**src/rtl/rxf_pkg.sv**
```systemverilog
package rxf_pkg;

   localparam int STD_DESC_LEN = 3;
   localparam int EXT_DESC_LEN = 5;
   localparam int MAX_DATA_LEN = 8;
   localparam int LEN_W        = 4;

   // Frame-information byte fields
   typedef struct packed {
      logic       ext;
      logic       rtr;
      logic [1:0] rsvd;
      logic [3:0] dlc;
   } rxf_info_t;

   function automatic logic [LEN_W-1:0] rxf_msg_len(input logic [7:0] b);
      rxf_info_t        inf;
      logic [LEN_W-1:0] dlen;
      logic [LEN_W-1:0] dsc;
      inf  = rxf_info_t'(b);
      if (inf.rtr)
         dlen = '0;
      else if (inf.dlc > LEN_W'(MAX_DATA_LEN))
         dlen = LEN_W'(MAX_DATA_LEN);
      else
         dlen = inf.dlc;
      dsc = inf.ext ? LEN_W'(EXT_DESC_LEN) : LEN_W'(STD_DESC_LEN);
      return dsc + dlen;
   endfunction

endpackage

```
**src/rtl/rxf_store.sv**
```systemverilog
module rxf_store #(
   parameter int DEPTH  = 64,
   parameter int AW     = 6,
   parameter bit REG_RD = 1'b0
) (
   input  logic          clk,
   input  logic          we,
   input  logic [AW-1:0] waddr,
   input  logic [7:0]    wdata,
   input  logic [AW-1:0] base,
   input  logic [AW-1:0] rd_ofs,
   output logic [7:0]    rd_data,
   output logic [7:0]    head_byte
);

   logic [7:0]    mem [DEPTH];
   logic [AW-1:0] raddr;

   always_ff @(posedge clk) begin
      if (we)
         mem[waddr] <= wdata;
   end

   assign raddr     = base + rd_ofs;
   assign head_byte = mem[base];

   generate
      if (REG_RD) begin : g_rd_reg
         logic [7:0] rd_q;
         always_ff @(posedge clk) begin
            rd_q <= mem[raddr];
         end
         assign rd_data = rd_q;
      end else begin : g_rd_comb
         assign rd_data = mem[raddr];
      end
   endgenerate

endmodule

```
**src/rtl/rxf_ptrs.sv**
```systemverilog
module rxf_ptrs
   import rxf_pkg::*;
#(
   parameter int DEPTH = 64,
   parameter int AW    = 6,
   localparam int CW   = AW + 1
) (
   input  logic          clk,
   input  logic          rst_n,
   input  logic          soft_rst,
   input  logic          wr_valid,
   input  logic [7:0]    wr_byte,
   input  logic          wr_commit,
   input  logic          wr_discard,
   input  logic          release_i,
   input  logic [7:0]    head_byte,
   output logic          we,
   output logic [AW-1:0] waddr,
   output logic [7:0]    wdata,
   output logic [AW-1:0] base,
   output logic [CW-1:0] cnt_q,
   output logic [CW-1:0] cnt_d,
   output logic          rel_ok,
   output logic          ovr_evt
);

   logic [AW-1:0]    base_q, wcur_q, wtent_q;
   logic [CW-1:0]    used_q, used_d, free_w;
   logic             in_msg_q, drop_q;
   logic [LEN_W-1:0] need_q, got_q;
   logic [LEN_W-1:0] new_len, rel_len;
   logic             busy_end, first_b, more_b, fits, commit_ok;

   assign busy_end  = wr_commit || wr_discard || soft_rst;
   assign first_b   = wr_valid && !in_msg_q && !busy_end;
   assign more_b    = wr_valid && in_msg_q && !drop_q && (got_q < need_q) && !busy_end;
   assign new_len   = rxf_msg_len(wr_byte);
   assign rel_len   = rxf_msg_len(head_byte);
   assign free_w    = CW'(DEPTH) - used_q;
   assign fits      = (CW'(new_len) <= free_w);
   assign commit_ok = wr_commit && in_msg_q && !drop_q && !soft_rst;
   assign ovr_evt   = wr_commit && in_msg_q && drop_q && !soft_rst;
   assign rel_ok    = release_i && (cnt_q != '0) && !soft_rst;

   assign we    = (first_b && fits) || more_b;
   assign waddr = first_b ? wcur_q : wtent_q;
   assign wdata = wr_byte;
   assign base  = base_q;

   always_comb begin
      cnt_d  = cnt_q;
      used_d = used_q;
      if (commit_ok) begin
         cnt_d  = cnt_d + 1'b1;
         used_d = used_d + CW'(need_q);
      end
      if (rel_ok) begin
         cnt_d  = cnt_d - 1'b1;
         used_d = used_d - CW'(rel_len);
      end
      if (soft_rst) begin
         cnt_d  = '0;
         used_d = '0;
      end
   end

   always_ff @(posedge clk or negedge rst_n) begin
      if (!rst_n) begin
         base_q   <= '0;
         wcur_q   <= '0;
         wtent_q  <= '0;
         used_q   <= '0;
         cnt_q    <= '0;
         in_msg_q <= 1'b0;
         drop_q   <= 1'b0;
         need_q   <= '0;
         got_q    <= '0;
      end else begin
         used_q <= used_d;
         cnt_q  <= cnt_d;
         if (soft_rst) begin
            wcur_q   <= base_q;
            wtent_q  <= base_q;
            in_msg_q <= 1'b0;
            drop_q   <= 1'b0;
         end else begin
            if (rel_ok)
               base_q <= base_q + AW'(rel_len);
            if (wr_commit && in_msg_q) begin
               in_msg_q <= 1'b0;
               drop_q   <= 1'b0;
               if (!drop_q)
                  wcur_q <= wtent_q;
            end else if (wr_discard && in_msg_q) begin
               in_msg_q <= 1'b0;
               drop_q   <= 1'b0;
               wtent_q  <= wcur_q;
            end else if (first_b) begin
               in_msg_q <= 1'b1;
               drop_q   <= !fits;
               need_q   <= new_len;
               got_q    <= LEN_W'(1);
               if (fits)
                  wtent_q <= wcur_q + 1'b1;
            end else if (more_b) begin
               wtent_q <= wtent_q + 1'b1;
               got_q   <= got_q + 1'b1;
            end
         end
      end
   end

endmodule

```
**src/rtl/rxf_flags.sv**
```systemverilog
module rxf_flags #(
   parameter int CW = 7
) (
   input  logic          clk,
   input  logic          rst_n,
   input  logic          soft_rst,
   input  logic [CW-1:0] cnt_d,
   input  logic          rel_ok,
   input  logic          ovr_evt,
   input  logic          clr_ovr,
   input  logic          irq_rd,
   input  logic          rx_ie,
   input  logic          ovr_ie,
   output logic          rx_avail,
   output logic          overrun,
   output logic          rx_irq,
   output logic          ovr_irq
);

   logic rbs_q, rbs_d, ovr_q, rxi_q, ovi_q;
   logic rx_set, ovr_first, ovi_set;

   assign rbs_d     = (cnt_d != '0) && !rel_ok;
   assign rx_set    = rbs_d && !rbs_q && rx_ie;
   assign ovr_first = ovr_evt && !ovr_q;
   assign ovi_set   = ovr_first && ovr_ie;

   always_ff @(posedge clk or negedge rst_n) begin
      if (!rst_n) begin
         rbs_q <= 1'b0;
         ovr_q <= 1'b0;
         rxi_q <= 1'b0;
         ovi_q <= 1'b0;
      end else if (soft_rst) begin
         rbs_q <= 1'b0;
         ovr_q <= 1'b0;
         rxi_q <= 1'b0;
         ovi_q <= 1'b0;
      end else begin
         rbs_q <= rbs_d;
         if (ovr_evt)
            ovr_q <= 1'b1;
         else if (clr_ovr)
            ovr_q <= 1'b0;
         if (rx_set)
            rxi_q <= 1'b1;
         else if (irq_rd)
            rxi_q <= 1'b0;
         if (ovi_set)
            ovi_q <= 1'b1;
         else if (irq_rd)
            ovi_q <= 1'b0;
      end
   end

   assign rx_avail = rbs_q;
   assign overrun  = ovr_q;
   assign rx_irq   = rxi_q;
   assign ovr_irq  = ovi_q;

endmodule

```
**src/rtl/rxf_msg_fifo.sv**
```systemverilog
module rxf_msg_fifo #(
   parameter int DEPTH  = 64,
   parameter bit REG_RD = 1'b0,
   localparam int AW    = $clog2(DEPTH),
   localparam int CW    = AW + 1
) (
   input  logic          clk,
   input  logic          rst_n,
   input  logic          soft_rst,
   input  logic          wr_valid,
   input  logic [7:0]    wr_byte,
   input  logic          wr_commit,
   input  logic          wr_discard,
   input  logic [AW-1:0] rd_ofs,
   output logic [7:0]    rd_data,
   output logic [AW-1:0] rx_base,
   input  logic          release_msg,
   input  logic          clr_ovr,
   input  logic          irq_rd,
   input  logic          rx_ie,
   input  logic          ovr_ie,
   output logic          rx_avail,
   output logic [CW-1:0] msg_count,
   output logic          overrun,
   output logic          rx_irq,
   output logic          ovr_irq
);

   generate
      if ((DEPTH & (DEPTH - 1)) != 0) begin : g_bad_pow2
         $error("rxf_msg_fifo: DEPTH must be a power of two");
      end
      if (DEPTH < 16) begin : g_bad_size
         $error("rxf_msg_fifo: DEPTH must hold at least one longest message");
      end
   endgenerate

   logic          we, rel_ok, ovr_evt;
   logic [AW-1:0] waddr, base;
   logic [7:0]    wdata, head_byte;
   logic [CW-1:0] cnt_q, cnt_d;

   rxf_store #(.DEPTH(DEPTH), .AW(AW), .REG_RD(REG_RD)) u_store (
      .clk       (clk),
      .we        (we),
      .waddr     (waddr),
      .wdata     (wdata),
      .base      (base),
      .rd_ofs    (rd_ofs),
      .rd_data   (rd_data),
      .head_byte (head_byte)
   );

   rxf_ptrs #(.DEPTH(DEPTH), .AW(AW)) u_ptrs (
      .clk        (clk),
      .rst_n      (rst_n),
      .soft_rst   (soft_rst),
      .wr_valid   (wr_valid),
      .wr_byte    (wr_byte),
      .wr_commit  (wr_commit),
      .wr_discard (wr_discard),
      .release_i  (release_msg),
      .head_byte  (head_byte),
      .we         (we),
      .waddr      (waddr),
      .wdata      (wdata),
      .base       (base),
      .cnt_q      (cnt_q),
      .cnt_d      (cnt_d),
      .rel_ok     (rel_ok),
      .ovr_evt    (ovr_evt)
   );

   rxf_flags #(.CW(CW)) u_flags (
      .clk      (clk),
      .rst_n    (rst_n),
      .soft_rst (soft_rst),
      .cnt_d    (cnt_d),
      .rel_ok   (rel_ok),
      .ovr_evt  (ovr_evt),
      .clr_ovr  (clr_ovr),
      .irq_rd   (irq_rd),
      .rx_ie    (rx_ie),
      .ovr_ie   (ovr_ie),
      .rx_avail (rx_avail),
      .overrun  (overrun),
      .rx_irq   (rx_irq),
      .ovr_irq  (ovr_irq)
   );

   assign rx_base   = base;
   assign msg_count = cnt_q;

endmodule

```
**config.mk**
```make
export PLATFORM = sky130hd
export DESIGN_NAME = rxf_msg_fifo
export DESIGN_NICKNAME = d
export VERILOG_FILES = /design/src/rtl/rxf_pkg.sv /design/src/rtl/rxf_store.sv /design/src/rtl/rxf_ptrs.sv /design/src/rtl/rxf_flags.sv /design/src/rtl/rxf_msg_fifo.sv
export SDC_FILE = /design/constraint.sdc
export NUM_CORES = 1
export LEC_CHECK = 0
export ABC_AREA = 0
export BUFFER_PORTS_ARGS = -buffer_cell sky130_fd_sc_hd__buf_2
export CORE_MARGIN = 2
export CORE_UTILIZATION = 55
export CTS_CLUSTER_SIZE = 24
export DETAILED_ROUTE_END_ITERATION = 8
export PLACE_DENSITY = 0.74
export SYNTH_ARGS = -nofsm -noshare
export SYNTH_HDL_FRONTEND = slang
export SYNTH_SLANG_ARGS = --single-unit
```
**constraint.sdc**
```tcl
create_clock -name clk -period 14 [get_ports clk]
set_clock_uncertainty 0.15 [all_clocks]
set_input_delay 2.1 -clock clk [delete_from_list [all_inputs] [get_ports clk]]
set_output_delay 2.1 -clock clk [all_outputs]
set_load 0.01 [all_outputs]
```
# [After elaboration in Yosys (flattened, before gate mapping)]
# Memories as Yosys holds them, arrays and structs flattened.
# Cells that the tools add are included.
[totals] inputBits=25 ff_bits=46 out_inout_bits=25 elab_cells=124 mem_count=1 ram_bits=512
[classes] reduce_logical=45 n_eq_ne=3 mux=43 bitwise_logic=3 addsub=12 n_lt_le_gt_ge=4
[mem_list] memory="u_store.mem" depth=64 word_bits=8 rd=2 rd_clocked_by_memory_dff=0 wr=1 line_no="rxf_store.sv:16" rtl="logic [7:0] mem [DEPTH];"
[op_table] op="6-bit two-way mux" count=10
[op_table] op="7-bit two-way mux" count=6
[op_table] op="4-bit two-way mux" count=6
[op_table] op="1-bit logical AND" count=20
[op_table] op="1-bit two-way mux" count=19
[op_table] op="7-bit nonzero test" count=2
[op_table] op="6-bit by 1-bit adder with 6-bit output, second input constant" count=2
[op_table] op="3-bit nonzero test" count=3
[op_table] op="4-bit adder" count=2
[op_table] op="4-bit > comparator, second input constant" count=2
[op_table] op="1-bit logical NOT" count=8
[op_table] op="4-bit AND reduction" count=2
[op_table] op="4-bit nonzero test" count=2
[op_table] op="7-bit by 1-bit adder with 7-bit output, second input constant" count=1
[op_table] op="7-bit by 4-bit adder with 7-bit output" count=1
[op_table] op="4-bit by 7-bit less-or-equal comparator with 1-bit output" count=1
[op_table] op="7-bit by 1-bit subtractor with 7-bit output, second input constant" count=1
[op_table] op="7-bit by 4-bit subtractor with 7-bit output" count=1
[op_table] op="7-bit subtractor, first input constant" count=1
[op_table] op="6-bit by 4-bit adder with 6-bit output" count=1
[op_table] op="6-bit adder" count=1
[op_table] op="3-bit two-way mux" count=2
[op_table] op="4-bit by 1-bit adder with 4-bit output, second input constant" count=1
[op_table] op="4-bit < comparator" count=1
[op_table] op="other kinds (7)" count=14

# [Longest topological paths before layout]
[logic_depth] word_depth=13 mapped_depth=22 ltp_nobuf=17

# [Modules after synthesis]
# From an unflattened synthesis, not the netlist that was laid out.
[unflattened] hier_cells=1627 hier_area_um2=27774.1
[by_module_without_submodules] module="rxf_store" cells_each=1239 instances=1 area_each_um2=24237.0
[by_module_without_submodules] module="rxf_ptrs" cells_each=371 instances=1 area_each_um2=3354.5
[by_module_without_submodules] module="rxf_flags" cells_each=17 instances=1 area_each_um2=182.7

# [Least setup slack after synthesis]
# Ideal clock, no wire load.
[synth_timing] kind="input to output" start="input rd_ofs[0]" end="output rd_data[0]" required_ns=11.750 path_slack_ns=6.918 stages=9 arrival_time_ns=4.832 path_cell_list="ha_1 fa_1 clkbuf_1 clkbuf_1 clkbuf_1 mux4_2 mux4_2 mux2i_1 a21oi_1"
[synth_between] elab_chain_len=2
[synth_lines] item="start: declaration" line_no="rxf_msg_fifo.sv:14" rtl="input logic [AW-1:0] rd_ofs,"
[synth_lines] item="6-bit adder" line_no="rxf_store.sv:24" rtl="assign raddr = base + rd_ofs;"
[synth_lines] item="memory read 64 x 8 bit"
[synth_lines] item="end: declaration" line_no="rxf_msg_fifo.sv:15" rtl="output logic [7:0] rd_data,"
# No other way between the ends.

# [Worst setup path after layout]
[layout_timing] start="input rd_ofs[0]" end="output rd_data[4]"
# The elaborated chain is that of the path after synthesis.

==> impl_metrics.tcl <==
set metrics [dict create \
    cts_post_setup_buffers_inserted 0 \
    fmaxAchievable_mhz 121 \
    post_cts.resized_instances 0 \
    detailedPlacementHpwl_um 42100 \
    maxCapViolCount 0 \
    syn_area_sq_mm 0.0267 \
    post-route-drc-count 0 \
    design.portCount 50 \
    status "finished clean" \
    drive_gt1_share_pct 29.3 \
    placement.io_buffers 49 \
    die-height_um 224 \
    wl_per_cell_um 30.7 \
    pre_cts_slack_ns 5.72 \
    synth_ff_type "sky130_fd_sc_hd__edfxtp_1" \
    worstHoldPathType "reg -> reg" \
    core.rowCount 80 \
    detailroute.via_count 15361 \
    netlist-cell-type-count 71 \
    setup_viol_count_final 0 \
    cp_data_arrival_time_ns 6.03 \
    worst_skew_pair.late_latency_ns 0.62 \
    cts_tree "built" \
    cp_cell_sequence "buf_2, ha_4, buf_4, buf_4, mux4_2, mux4_2, mux2i_1, a21oi_1, buf_2" \
    post-route-util_pct 61.6 \
    postSynthRegisterBits 558 \
    synth-async-reset-ratio_pct 8.24 \
    gp_routability_congestion 0.907 \
    timing.critical_path.fanout_max 45 \
    max_slew_vio_count 0 \
    pwr_density_cell_mw_per_mm2 231 \
    grt_pass1_vias 15394 \
    core_area_sq_mm 0.0478 \
    timing.setup.critical_path_class "in -> out" \
    netlist_instances 1498 \
    die_area_sq_mm 0.0504 \
    tightestPinTransition_ns 1.28 \
    clock_tree.buffer_depth 3 \
    path_delay_family "buffers and inverters" \
    slew_headroom_pct 14.6 \
    overall_track_demand_over_capacity_in_global_routing_pct 27.7 \
    setup-tns-final_ns 0 \
    grt.overflow.total 0 \
    synth_nets 1563 \
    critical-path-slowest-cell "sky130_fd_sc_hd__buf_4" \
    timing.critical_path.required_ns 11.75 \
    finalInstanceArea_sq_mm 0.0295 \
    final_period_minus_worst_setup_slack_ns 8.28 \
    initial_core_util_pct 55.9 \
    cts-hold-fix-buffers 0 \
    antenna_violation_net_count_after_detailed_routing 0 \
    synth-edff-count 512 \
    ys_seq_area_share_pct 61.8 \
    tritoncts_num_sinks 558 \
    area.growth.synth_to_final_pct 10.2 \
    drt-vias-per-instance 6.97 \
    vdd_ir_drop_max_uv 193 \
    clkTransAtPathRegs_ns 0.06 \
    setup_ws_ns 5.72 \
    final_net_count 1608 \
    unrepaired_setup_endpoints_after_global_routing "false" \
    root_buffer "sky130_fd_sc_hd__clkbuf_16" \
    first_pass_grt_wire_length_um 101000 \
    drt_pre_antenna_iters 5 \
    final.period_utilization_pct 59.2 \
    n_antenna_cell 0 \
    cts_made_buffers 56 \
    fp.dieW_um 224 \
    post_synth.cell_area_avg_sq_um 17.8 \
    critPathLaunchType "input port" \
    detail_route.wirelength_um 67800 \
    critical_path.max_stage_delay_ns 0.73 \
    grt_max_degree 68 \
    postPlaceCellArea_sq_mm 0.0276 \
    first_iter_violations 1887 \
    leakage_nw 9.69 \
    timing_hold_violations_final 0 \
    synth-warning-count 0 \
    antenna_violations_before_repair 2 \
    critical_path.n_buffers_inverters 4 \
    critical_path.endpoint_type "primary output" \
    ctsHtreeMaxLevel 2 \
]
## layer usage
layer / vias up / GRT usage (%) / part of all wire [%]
met1: 8024 / 38.6 / 38
li1: 6273 / - / -
met4: 2 / 11.6 / 4.5
met3: 188 / 5.72 / 9.8
met2: 874 / 43.1 / 47
met5: - / 0 / 0.019
## path summary, 6_finish.rpt
check	depth (start not counted)	slack (ns)	startpoint	end
worst max-delay path	9	5.72	rd_ofs[0]	rd_data[4]
worst min-delay path	2	0.37	u_flags.rx_irq	u_flags.rx_irq
worst max register to register	15	7.54	u_ptrs.base[0]	u_ptrs.used_q[6]
worst min register to register	2	0.37	u_flags.rx_irq	u_flags.rx_irq
max in group asynchronous	2	11.79	rst_n	u_ptrs.base[0]
min in group asynchronous	2	1.42	rst_n	u_ptrs.used_q[6]
## layout make-up
type,count,area [sq um]
Fill cell,3336,18400
Sequential cell,558,16500
Multi-Input combinational cell,816,9710
Clock buffer,68,1450
Tap cell,615,769
Timing Repair Buffer,82,493
Clock inverter,36,414
Inverter,29,109
## Yosys cell counts (all sizes together) (5+ instances only)
cell type | n | share of area [%]
dfrtp | 46 | 4.3
a21oi | 45 | 0.88
a21o | 9 | 0.25
buf | 43 | 0.95
o22ai | 6 | 0.14
and3 | 6 | 0.14
xor2 | 10 | 0.33
nand2b | 14 | 0.33
mux2 | 17 | 0.72
nor2b | 17 | 0.40
ha | 34 | 1.6
inv | 29 | 0.41
edfxtp | 512 | 58
nor2 | 106 | 1.5
o21ai | 34 | 0.64
nand2 | 53 | 0.74
fa | 6 | 0.45
xnor2 | 24 | 0.79
clkbuf | 52 | 0.73
mux4 | 264 | 22
mux2i | 39 | 1.5
or3 | 5 | 0.12
nand4 | 11 | 0.30
nor3 | 11 | 0.21
nand3 | 30 | 0.56
a211oi | 10 | 0.28
## logic make-up after synthesis
family	Yosys count	share of synthesized area, %
flops	558	61.8
fa+ha+maj	40	2.04
simple gates	281	5.11
mux	320	24.4
compound gates	141	3.43
buf+inv	124	2.09
xor+xnor	34	1.11
## through the flow
stage / hold WS (ns) / cells / total power, mW
2_1_floorplan: 0.329 / 1498 / 4.33
3_3_place_gp: 0.350 / 2100 / 5.24
3_5_place_dp: 0.366 / 2100 / 5.28
4_1_cts: 0.374 / 2204 / 6.80
5_1_grt: 0.404 / 2204 / 7.08
6_report: 0.374 / 2204 / 6.80
## worst min-delay path: stages, from the launching register on
cell and delay (ns):
sky130_fd_sc_hd__dfrtp_1 0.37, sky130_fd_sc_hd__inv_1 0.06, sky130_fd_sc_hd__o32ai_1 0.06
## where the power goes
group	internal, mW	total, mW	switching (mW)
sequential	1.87	1.98	0.110
combinational	1.52	3.28	1.76
clock	0.885	1.53	0.646
## cell usage in the layout, fill, tap and decap left out, types with 14 or more instances in the layout
| master | count |
|---|---|
| sky130_fd_sc_hd__nand2_1 | 53 |
| sky130_fd_sc_hd__buf_4 | 33 |
| sky130_fd_sc_hd__nor2_1 | 106 |
| sky130_fd_sc_hd__xnor2_1 | 20 |
| sky130_fd_sc_hd__buf_2 | 49 |
| sky130_fd_sc_hd__edfxtp_1 | 512 |
| sky130_fd_sc_hd__mux4_2 | 264 |
| sky130_fd_sc_hd__inv_1 | 28 |
| sky130_fd_sc_hd__nand2b_1 | 14 |
| sky130_fd_sc_hd__nand3_1 | 30 |
| sky130_fd_sc_hd__o21ai_0 | 34 |
| sky130_fd_sc_hd__mux2i_1 | 39 |
| sky130_fd_sc_hd__a21oi_1 | 44 |
| sky130_fd_sc_hd__dfrtp_1 | 43 |
| sky130_fd_sc_hd__clkbuf_16 | 56 |
| sky130_fd_sc_hd__mux2_2 | 17 |
| sky130_fd_sc_hd__ha_1 | 33 |
| sky130_fd_sc_hd__nor2b_1 | 17 |
## state kept, by name (all words and copies together) (netlist names)
register,flops
u_ptrs.got_q,4
u_flags.ovr_irq,1
u_ptrs.used_q,7
u_ptrs.drop_q,1
u_ptrs.cnt_q,7
u_flags.rx_avail,1
u_flags.overrun,1
u_flags.rx_irq,1
u_ptrs.wcur_q,6
u_ptrs.need_q,4
u_ptrs.base,6
u_ptrs.in_msg_q,1
u_store.mem,512
u_ptrs.wtent_q,6
Power figures use the tool's default switching activity.
